## src/rtl/acg_pkg.sv

```systemverilog
package acg_pkg;
  localparam int MAX_RATIO = 4;
  localparam int MAX_FRAME = 128;
  localparam int PRE_W     = $clog2(MAX_RATIO);
  localparam int BIT_W     = $clog2(MAX_FRAME);
  localparam int FSEL_W    = 2;

  function automatic int bit_ratio(input logic sel);
    return sel ? 4 : 2;
  endfunction

  function automatic int frame_len(input logic [FSEL_W-1:0] sel);
    case (sel)
      2'd0:    return 32;
      2'd1:    return 64;
      default: return 128;
    endcase
  endfunction
endpackage

```

## src/rtl/acg_prescale.sv

```systemverilog
module acg_prescale
  import acg_pkg::*;
#(
  parameter int PW = PRE_W
) (
  input  logic clk_i,
  input  logic rst_ni,
  input  logic adv_i,
  input  logic bsel_i,
  output logic wrap_o,
  output logic phase_o
);
  logic [PW-1:0] cnt_q;
  logic [PW-1:0] last, half;

  assign last    = PW'(bit_ratio(bsel_i) - 1);
  assign half    = PW'(bit_ratio(bsel_i) / 2);
  assign wrap_o  = adv_i && (cnt_q == last);
  assign phase_o = (cnt_q >= half);

  always_ff @(posedge clk_i or negedge rst_ni) begin
    if (!rst_ni)                cnt_q <= '0;
    else if (!adv_i || wrap_o)  cnt_q <= '0;
    else                        cnt_q <= cnt_q + 1'b1;
  end
endmodule

```

## src/rtl/acg_frame_cnt.sv

```systemverilog
module acg_frame_cnt
  import acg_pkg::*;
#(
  parameter int BW = BIT_W,
  parameter int SW = FSEL_W
) (
  input  logic          clk_i,
  input  logic          rst_ni,
  input  logic          adv_i,
  input  logic          pre_wrap_i,
  input  logic          bsel_i,
  input  logic [SW-1:0] fsel_i,
  input  logic          gate_i,
  output logic          bsel_o,
  output logic          half_o,
  output logic          gate_o
);
  logic [BW-1:0] bit_q;
  logic [SW-1:0] fsel_q;
  logic          bsel_q, gate_q;
  logic [BW-1:0] last, mid;
  logic          bnd, reload;

  assign last   = BW'(frame_len(fsel_q) - 1);
  assign mid    = BW'(frame_len(fsel_q) / 2);
  assign bnd    = pre_wrap_i && (bit_q == last);
  // selections shadowed: only swapped at frame boundary while running
  assign reload = !adv_i || bnd;

  always_ff @(posedge clk_i or negedge rst_ni) begin
    if (!rst_ni) begin
      bit_q  <= '0;
      fsel_q <= '0;
      bsel_q <= 1'b0;
      gate_q <= 1'b0;
    end else begin
      if (reload)          bit_q <= '0;
      else if (pre_wrap_i) bit_q <= bit_q + 1'b1;
      if (reload) begin
        bsel_q <= bsel_i;
        fsel_q <= fsel_i;
      end
      if (!adv_i || pre_wrap_i) gate_q <= gate_i;
    end
  end

  assign bsel_o = bsel_q;
  assign half_o = (bit_q >= mid);
  assign gate_o = gate_q;
endmodule

```

## src/rtl/acg_out_mux.sv

```systemverilog
module acg_out_mux (
  input  logic started_i,
  input  logic slave_i,
  input  logic bphase_i,
  input  logic gate_i,
  input  logic fhalf_i,
  input  logic binv_i,
  input  logic finv_i,
  input  logic ext_b_i,
  input  logic ext_f_i,
  output logic bclk_o,
  output logic fclk_o,
  output logic oe_o,
  output logic bint_o,
  output logic fint_o
);
  logic braw;

  assign braw = gate_i & bphase_i;

  always_comb begin
    if (started_i) begin
      bclk_o = braw ^ binv_i;
      fclk_o = fhalf_i ^ finv_i;
      oe_o   = 1'b1;
      bint_o = braw;
      fint_o = fhalf_i;
    end else begin
      bclk_o = binv_i;
      fclk_o = finv_i;
      oe_o   = 1'b0;
      bint_o = slave_i & (ext_b_i ^ binv_i);
      fint_o = slave_i & (ext_f_i ^ finv_i);
    end
  end
endmodule

```

## src/rtl/audio_clkgen.sv

```systemverilog
module audio_clkgen
  import acg_pkg::*;
#(
  parameter int PRE_CW = PRE_W,
  parameter int BIT_CW = BIT_W,
  parameter int SEL_W  = FSEL_W
) (
  input  logic             clk_i,
  input  logic             rst_ni,
  input  logic             en_i,
  input  logic             master_i,
  input  logic             bdiv_sel_i,
  input  logic [SEL_W-1:0] fdiv_sel_i,
  input  logic             bclk_inv_i,
  input  logic             fclk_inv_i,
  input  logic             free_run_i,
  input  logic             slot_active_i,
  input  logic             ext_bclk_i,
  input  logic             ext_fclk_i,
  output logic             bclk_o,
  output logic             fclk_o,
  output logic             clk_oe_o,
  output logic             bclk_int_o,
  output logic             fclk_int_o
);
  logic en_q, mst_q;
  logic started, adv;
  logic pre_wrap, bphase, bsel_act, fhalf, gate;

  always_ff @(posedge clk_i or negedge rst_ni) begin
    if (!rst_ni) begin
      en_q  <= 1'b0;
      mst_q <= 1'b0;
    end else begin
      en_q  <= en_i;
      mst_q <= master_i;
    end
  end

  assign started = en_q & mst_q;
  // first enabled edge holds counters at zero so output starts in low phase
  assign adv     = started & en_i & master_i;

  acg_prescale #(.PW(PRE_CW)) u_pre (
    .clk_i   (clk_i),
    .rst_ni  (rst_ni),
    .adv_i   (adv),
    .bsel_i  (bsel_act),
    .wrap_o  (pre_wrap),
    .phase_o (bphase)
  );

  acg_frame_cnt #(.BW(BIT_CW), .SW(SEL_W)) u_frm (
    .clk_i      (clk_i),
    .rst_ni     (rst_ni),
    .adv_i      (adv),
    .pre_wrap_i (pre_wrap),
    .bsel_i     (bdiv_sel_i),
    .fsel_i     (fdiv_sel_i),
    .gate_i     (free_run_i | slot_active_i),
    .bsel_o     (bsel_act),
    .half_o     (fhalf),
    .gate_o     (gate)
  );

  acg_out_mux u_mux (
    .started_i (started),
    .slave_i   (en_q & ~mst_q),
    .bphase_i  (bphase),
    .gate_i    (gate),
    .fhalf_i   (fhalf),
    .binv_i    (bclk_inv_i),
    .finv_i    (fclk_inv_i),
    .ext_b_i   (ext_bclk_i),
    .ext_f_i   (ext_fclk_i),
    .bclk_o    (bclk_o),
    .fclk_o    (fclk_o),
    .oe_o      (clk_oe_o),
    .bint_o    (bclk_int_o),
    .fint_o    (fclk_int_o)
  );
endmodule

```

## config.mk

```make
export PLATFORM = sky130hd
export DESIGN_NAME = audio_clkgen
export DESIGN_NICKNAME = d
export VERILOG_FILES = /design/src/rtl/acg_pkg.sv /design/src/rtl/acg_prescale.sv /design/src/rtl/acg_frame_cnt.sv /design/src/rtl/acg_out_mux.sv /design/src/rtl/audio_clkgen.sv
export SDC_FILE = /design/constraint.sdc
export NUM_CORES = 1
export LEC_CHECK = 0
export BUFFER_PORTS_ARGS = -buffer_cell sky130_fd_sc_hd__buf_2
export CAP_MARGIN = 0
export CORE_MARGIN = 2
export CORE_UTILIZATION = 28
export CTS_BUF_LIST = sky130_fd_sc_hd__clkbuf_4 sky130_fd_sc_hd__clkbuf_8
export CTS_CLUSTER_SIZE = 28
export DETAILED_ROUTE_END_ITERATION = 10
export PLACE_DENSITY_LB_ADDON = 0.1
export SYNTH_ARGS = -nofsm -noshare
export SYNTH_HDL_FRONTEND = slang
export SYNTH_SLANG_ARGS = --single-unit
```

## constraint.sdc

```tcl
create_clock -name clk_i -period 2 [get_ports clk_i]
set_input_delay 0.2 -clock clk_i [delete_from_list [all_inputs] [get_ports clk_i]]
set_output_delay 0.2 -clock clk_i [all_outputs]
set_load 0.01 [all_outputs]
```

## Word-level counts from Yosys, hierarchy flattened

Index checks and enable logic that the tools add are counted.

- Word-level logic and storage cells: 50
- Flip-flop bits (word level): 15

- Mux-type cells: 10
- $lt $le $gt $ge: 2
- Bitwise operators: 15
- Eq/ne operators: 3
- $add $sub $neg: 6
- Reductions and logical operators: 7

Operators by type and width:

| kind | count |
|---|---|
| $pmux W8 S2 | 1 |
| $mux W7 | 2 |
| $add A7 B1 Y7 | 1 |
| $add A7 B1 Y7 const B | 1 |
| $and A1 B1 Y1 | 7 |
| $eq A7 B7 Y1 | 1 |
| $ge A7 B7 Y1 | 1 |
| $sub A7 B1 Y7 const B | 1 |
| $mux W1 | 5 |
| $xor A1 B1 Y1 | 4 |
| $mux W3 | 1 |
| $add A2 B1 Y2 | 1 |
| $add A2 B1 Y2 const B | 1 |
| $and A1 B1 Y1 const A | 2 |
| $eq A2 B1 Y1 const B | 1 |
| $eq A2 B2 Y1 | 1 |
| $ge A2 B2 Y1 | 1 |
| $logic_and A1 B1 Y1 | 2 |
| $logic_not A2 Y1 | 1 |
| $logic_or A1 B1 Y1 | 2 |
| $mux W2 | 1 |
| $reduce_bool A2 Y1 | 1 |
| $sub A2 B1 Y2 const B | 1 |
| $logic_not A1 Y1 | 1 |
| 2 further kinds | 2 |

## Logic depth before layout (Yosys ltp)

- Word-level depth: 7
- Gate-level depth with buffers: 7
- Gate-level depth less buffers: 7

## Modules after synthesis

Synthesis repeated with hierarchy kept, for this count alone.

- Cell total of the unflattened synthesis: 87
- Area total of the unflattened synthesis: 902.1 um2

Modules (own cells, without submodules):

| module | area each (um2) | cells an instance | instances |
|---|---|---|---|
| acg_frame_cnt | 621.8 | 59 | 1 |
| acg_prescale | 131.4 | 12 | 1 |
| audio_clkgen | 81.3 | 6 | 1 |
| acg_out_mux | 67.6 | 10 | 1 |

## Worst setup path before layout

Ideal clock, no wire load.

- Kind: register to register
- From: reg u_pre.cnt_q[1]
- To: reg u_frm.bsel_q (netlist: u_frm.bsel_o)
- Clock period less this slack: 1,672 ps
- Library setup time: 125 ps
- Data arrival time: 1,547 ps
- Cell stages (with the launch flop): 7
- Path buffers: 1
- Setup slack: 328 ps
- Data required time: 1,875 ps
- Cell sequence: dfrtp_1 -> ha_1 -> and2_1 -> buf_6 -> a31oi_4 -> a21oi_4 -> mux2_4

- Word-level cells in the longest chain between the ends: 4

RTL lines:

| what | line | source |
|---|---|---|
| from (decl) | acg_prescale.sv:13 | `logic [PW-1:0] cnt_q;` |
| from (signal assigned) | acg_prescale.sv:24 | `else cnt_q <= cnt_q + 1'b1;` |
| $eq A2 B2 Y1 | acg_prescale.sv:18 | `assign wrap_o = adv_i && (cnt_q == last);` |
| $logic_and A1 B1 Y1 | acg_prescale.sv:18 |  |
| $logic_and A1 B1 Y1 | acg_frame_cnt.sv:26 | `assign bnd = pre_wrap_i && (bit_q == last);` |
| $logic_or A1 B1 Y1 | acg_frame_cnt.sv:28 | `assign reload = !adv_i \|\| bnd;` |
| to (signal assigned) | acg_frame_cnt.sv:40 | `bsel_q <= bsel_i;` |
| to (decl) | acg_frame_cnt.sv:20 | `logic bsel_q, gate_q;` |

Every way passes these cells.
A chain may end at the register's enable or synchronous reset.

## Worst setup path in the final report

- From: reg u_frm.fsel_q[1]
- To: out fclk_o

- Word-level cells in the longest chain between the ends: 6

RTL lines:

| what | line | source |
|---|---|---|
| from (decl) | acg_frame_cnt.sv:19 | `logic [SW-1:0] fsel_q;` |
| from (signal assigned) | acg_frame_cnt.sv:41 | `fsel_q <= fsel_i;` |
| $eq A2 B1 Y1 / $logic_not A2 Y1 (equally long branches) | acg_pkg.sv:13 | `case (sel)` |
| $pmux W8 S2 * | acg_pkg.sv:13 |  |
| $add A7 B1 Y7 (no source line) * | -- |  |
| $ge A7 B7 Y1 * | acg_frame_cnt.sv:48 | `assign half_o = (bit_q >= mid);` |
| $xor A1 B1 Y1 * | acg_out_mux.sv:24 | `fclk_o = fhalf_i ^ finv_i;` |
| $mux W1 * | acg_out_mux.sv:22 | `if (started_i) begin` |
| to (decl) | audio_clkgen.sv:21 | `output logic fclk_o,` |

Mark *: on every way between the ends. The rest lies on a longest branch, timed or not.

==> out/qor.csv <==
stage,metric,value,unit
outcome,status,"complete, but fails checks",
outcome,violations,negative setup slack,
cells_and_area,final_nets,138,
detailed_routing,wl_per_cell,12.7,um
placement,gp_congestion,0.753,
floorplan,io-pin-count,18,
placement,dpl.hpwl,1510,um
synthesis,avgSynthCellArea,10.7,um2
detailed_routing,drt_iter0_markers,22,
worst_hold_path,hold_end,en_q,
detailed_routing,vias,746,
timing,holdWs,58.5,ps
timing,period_share,1.00,
global_routing,grt_pass1_wl,3390,um
cells_and_area,multi_input_area,582,um2
floorplan,fp.dieArea,3840,um2
global_routing,grt_pass1_vias,742,
floorplan,die_w,62.0,um
worst_setup_path,arrival,1810,ps
worst_setup_path,crit_path_max_fanout,3,
timing,clock-skew-final,10.1,ps
synthesis,synth_area,942,um2
synthesis,synthDistinctLibCells,33,
worst_hold_path,hold_depth,1,
cells_and_area,fin_area,1230,um2
pwr,powerDensity,507,nW/um2
pwr,power,623,uW
clock_tree,clock-sinks,15,
cells_and_area,fillers,346,
clock_tree,cts_tree,built,
worst_setup_path,slowest_delay,430,ps
worst_setup_path,slowest_stage,dfrtp_1,
floorplan,die_y,62.0,um
cells_and_area,area_growth,30.3,%
detailed_routing,drt-vias-per-instance,4.58,
floorplan,core_area,3280,um2
global_routing,grt_antenna_before_repair,0,
timing,fmax,498,MHz
cells_and_area,diodes,0,
floorplan,start_util,0.287,
cells_and_area,layout-drive-gt1-share,0.427,
global_routing,grt_start_max_net_pins,16,
cells_and_area,seq_area,377,um2
pwr,leakagePower,0.000549,uW
worst_setup_path,rr_startpoint,u_frm.bsel_o,
worst_setup_path,critical_path_required,1800,ps
clock_tree,h-tree-depth,1,
clock_tree,clkTransAtPathRegs,100,ps
worst_setup_path,endpoint_kind,output port,
global_routing,track_usage,0.124,
synthesis,synth-seq-area-share,0.398,
detailed_routing,drc_errors,0,
detailed_routing,first_pass_iters,2,
synthesis,synth-warning-count,0,
floorplan,num_rows,21,
worst_setup_path,reg2reg_slack,200,ps
worst_setup_path,rr_worst_depth,6,
cells_and_area,mostFrequentLayoutCell,buf_2,
timing,period_needed,2010,ps
timing,layout_setup_ws,-7.16,ps
worst_setup_path,crit_chain,inv_2 -> nand2_1 -> ha_2 -> and2_4 -> o21a_1 -> a41oi_2 -> xnor2_1 -> buf_2,
cells_and_area,most-common-layout-cells,"buf_2 (17), dfrtp_1 (14), nor2_1 (8), buf_4 (8)",
worst_setup_path,critical_path_class,reg2out,
clock_tree,cts-root-buf,clkbuf_4,
detailed_routing,drt-total-wl,2080,um
worst_setup_path,path_delay_family,flip-flops,
timing,tightest_slew,363,ps
timing,finalHoldViolations,0,
worst_setup_path,r2r-end,u_frm.bsel_o,
timing,rsz0062_at_grt,true,
timing,slew_viol_final,0,
flow_run,max_cap_viol_count,0,
synthesis,syn-num-nets,108,
worst_hold_path,hp-start,en_i,
placement,io_buffer_count,17,
synthesis,synthCells,88,
timing,max-slew-margin-rel,0.758,
worst_setup_path,cp-start-kind,flop,
clock_tree,clockBufferDepth,2,
placement,pre_cts_ws,168,ps
timing,final.setup.tns,-7.16,ps
worst_setup_path,worst-path-buf-inv,2,
worst_hold_path,hold_class,in2reg,
pwr,max-vdd-ir-drop,0.130,mV
clock_tree,numCtsBuffers,3,
detailed_routing,ant_nets,0,
clock_tree,worstSkewPairLatency,290,ps
global_routing,overflow,0,
timing,setup_viol_count_final,1,
synthesis,synth_seq_cells,15,
placement,postPlaceCellArea,1100,um2
## stage by stage
step	utilization	instances
floorplan	-	88
global placement	0.334	153
detailed placement	0.334	153
CTS	0.368	162
global route	0.374	163
finish	0.374	163
## synthesized netlist by cell type
master	count	share of area
dfrtp_1	15	0.40
nor2_1	9	0.036
ha_1	7	0.093
inv_1	7	0.028
xor2_1	6	0.056
nand2_1	5	0.020
o21ai_0	5	0.027
xnor2_1	4	0.037
mux2_4	3	0.048
a21oi_1	2	0.011
and2_1	2	0.013
o2111ai_1	2	0.019
a21oi_2	1	0.0093
a21oi_4	1	0.017
a31oi_2	1	0.013
a31oi_4	1	0.023
a41oi_1	1	0.0093
and2_0	1	0.0066
and3_2	1	0.0080
and4bb_1	1	0.013
buf_6	1	0.012
nand2b_1	1	0.0066
nand3b_1	1	0.0080
nand4_1	1	0.0066
nand4_4	1	0.023
nor3b_1	1	0.0080
o211a_1	1	0.011
o21a_1	1	0.0080
o21ai_1	1	0.0053
o22ai_1	1	0.0066
o31ai_1	1	0.0080
or2_2	1	0.0066
or3_1	1	0.0066
## worst max path at each step
stage	start	to	depth (start not counted)
final	u_frm.fsel_q[1]	fclk_o	8
after detailed placement	u_frm.fsel_q[1]	fclk_o	7
after global placement	u_frm.fsel_q[1]	fclk_o	7
after global routing	u_frm.fsel_q[1]	fclk_o	8
after floorplan	u_pre.cnt_q[1]	u_frm.bsel_o	6
after CTS	u_frm.fsel_q[1]	fclk_o	8
## flip-flops by register name, summed over array words and instances, names as in the netlist
| name | count |
|---|---|
| en_q | 1 |
| u_frm.fsel_q | 2 |
| u_pre.cnt_q | 2 |
| u_frm.bit_q | 7 |
| mst_q | 1 |
| u_frm.bsel_o | 1 |
| u_frm.gate_o | 1 |
## area by class of cell
class / count / share of cell area
sequential: 15 / 0.307
tap: 46 / 0.0469
timing repair buffer: 26 / 0.126
inverter: 7 / 0.0214
clock buffer: 4 / 0.0245
multi-input combinational: 65 / 0.474
## power breakdown
part / internal [uW] / switching, uW / total [uW]
Sequential: 312 / 9.01 / 321
Combinational: 54.1 / 54.1 / 108
Clock: 91.1 / 103 / 194
Total: 457 / 166 / 623
## metal layers
layer / GRT usage / routed length (um)
met3: 0.0248 / 74
met2: 0.190 / 982
met4: 0.0729 / 49
met1: 0.162 / 971
met5: 0 / 0
## cell families (layout without fill, tap and decap cells)
| logic type | count (synthesis) | in the layout | synth area share |
|---|---|---|---|
| adder cells (fa/ha/maj) | 7 | 7 | 0.0930 |
| flip-flops | 15 | 15 | 0.398 |
| multiplexers | 3 | 3 | 0.0478 |
| AO/OA/AOI/OAI | 19 | 19 | 0.166 |
| AND/OR/NAND/NOR | 26 | 26 | 0.162 |
| XOR/XNOR | 10 | 10 | 0.0930 |
| buffers and inverters | 8 | 37 | 0.0398 |
## repair_timing
item,in CTS,in global routing
endpoints found under the setup margin,2,4
pin swaps,8,6
hold buffers,1,0
buffers inserted,4,1
gates resized for setup,9,4
endpoints found under the hold margin,15,0
Power figures use the tool's default switching activity.
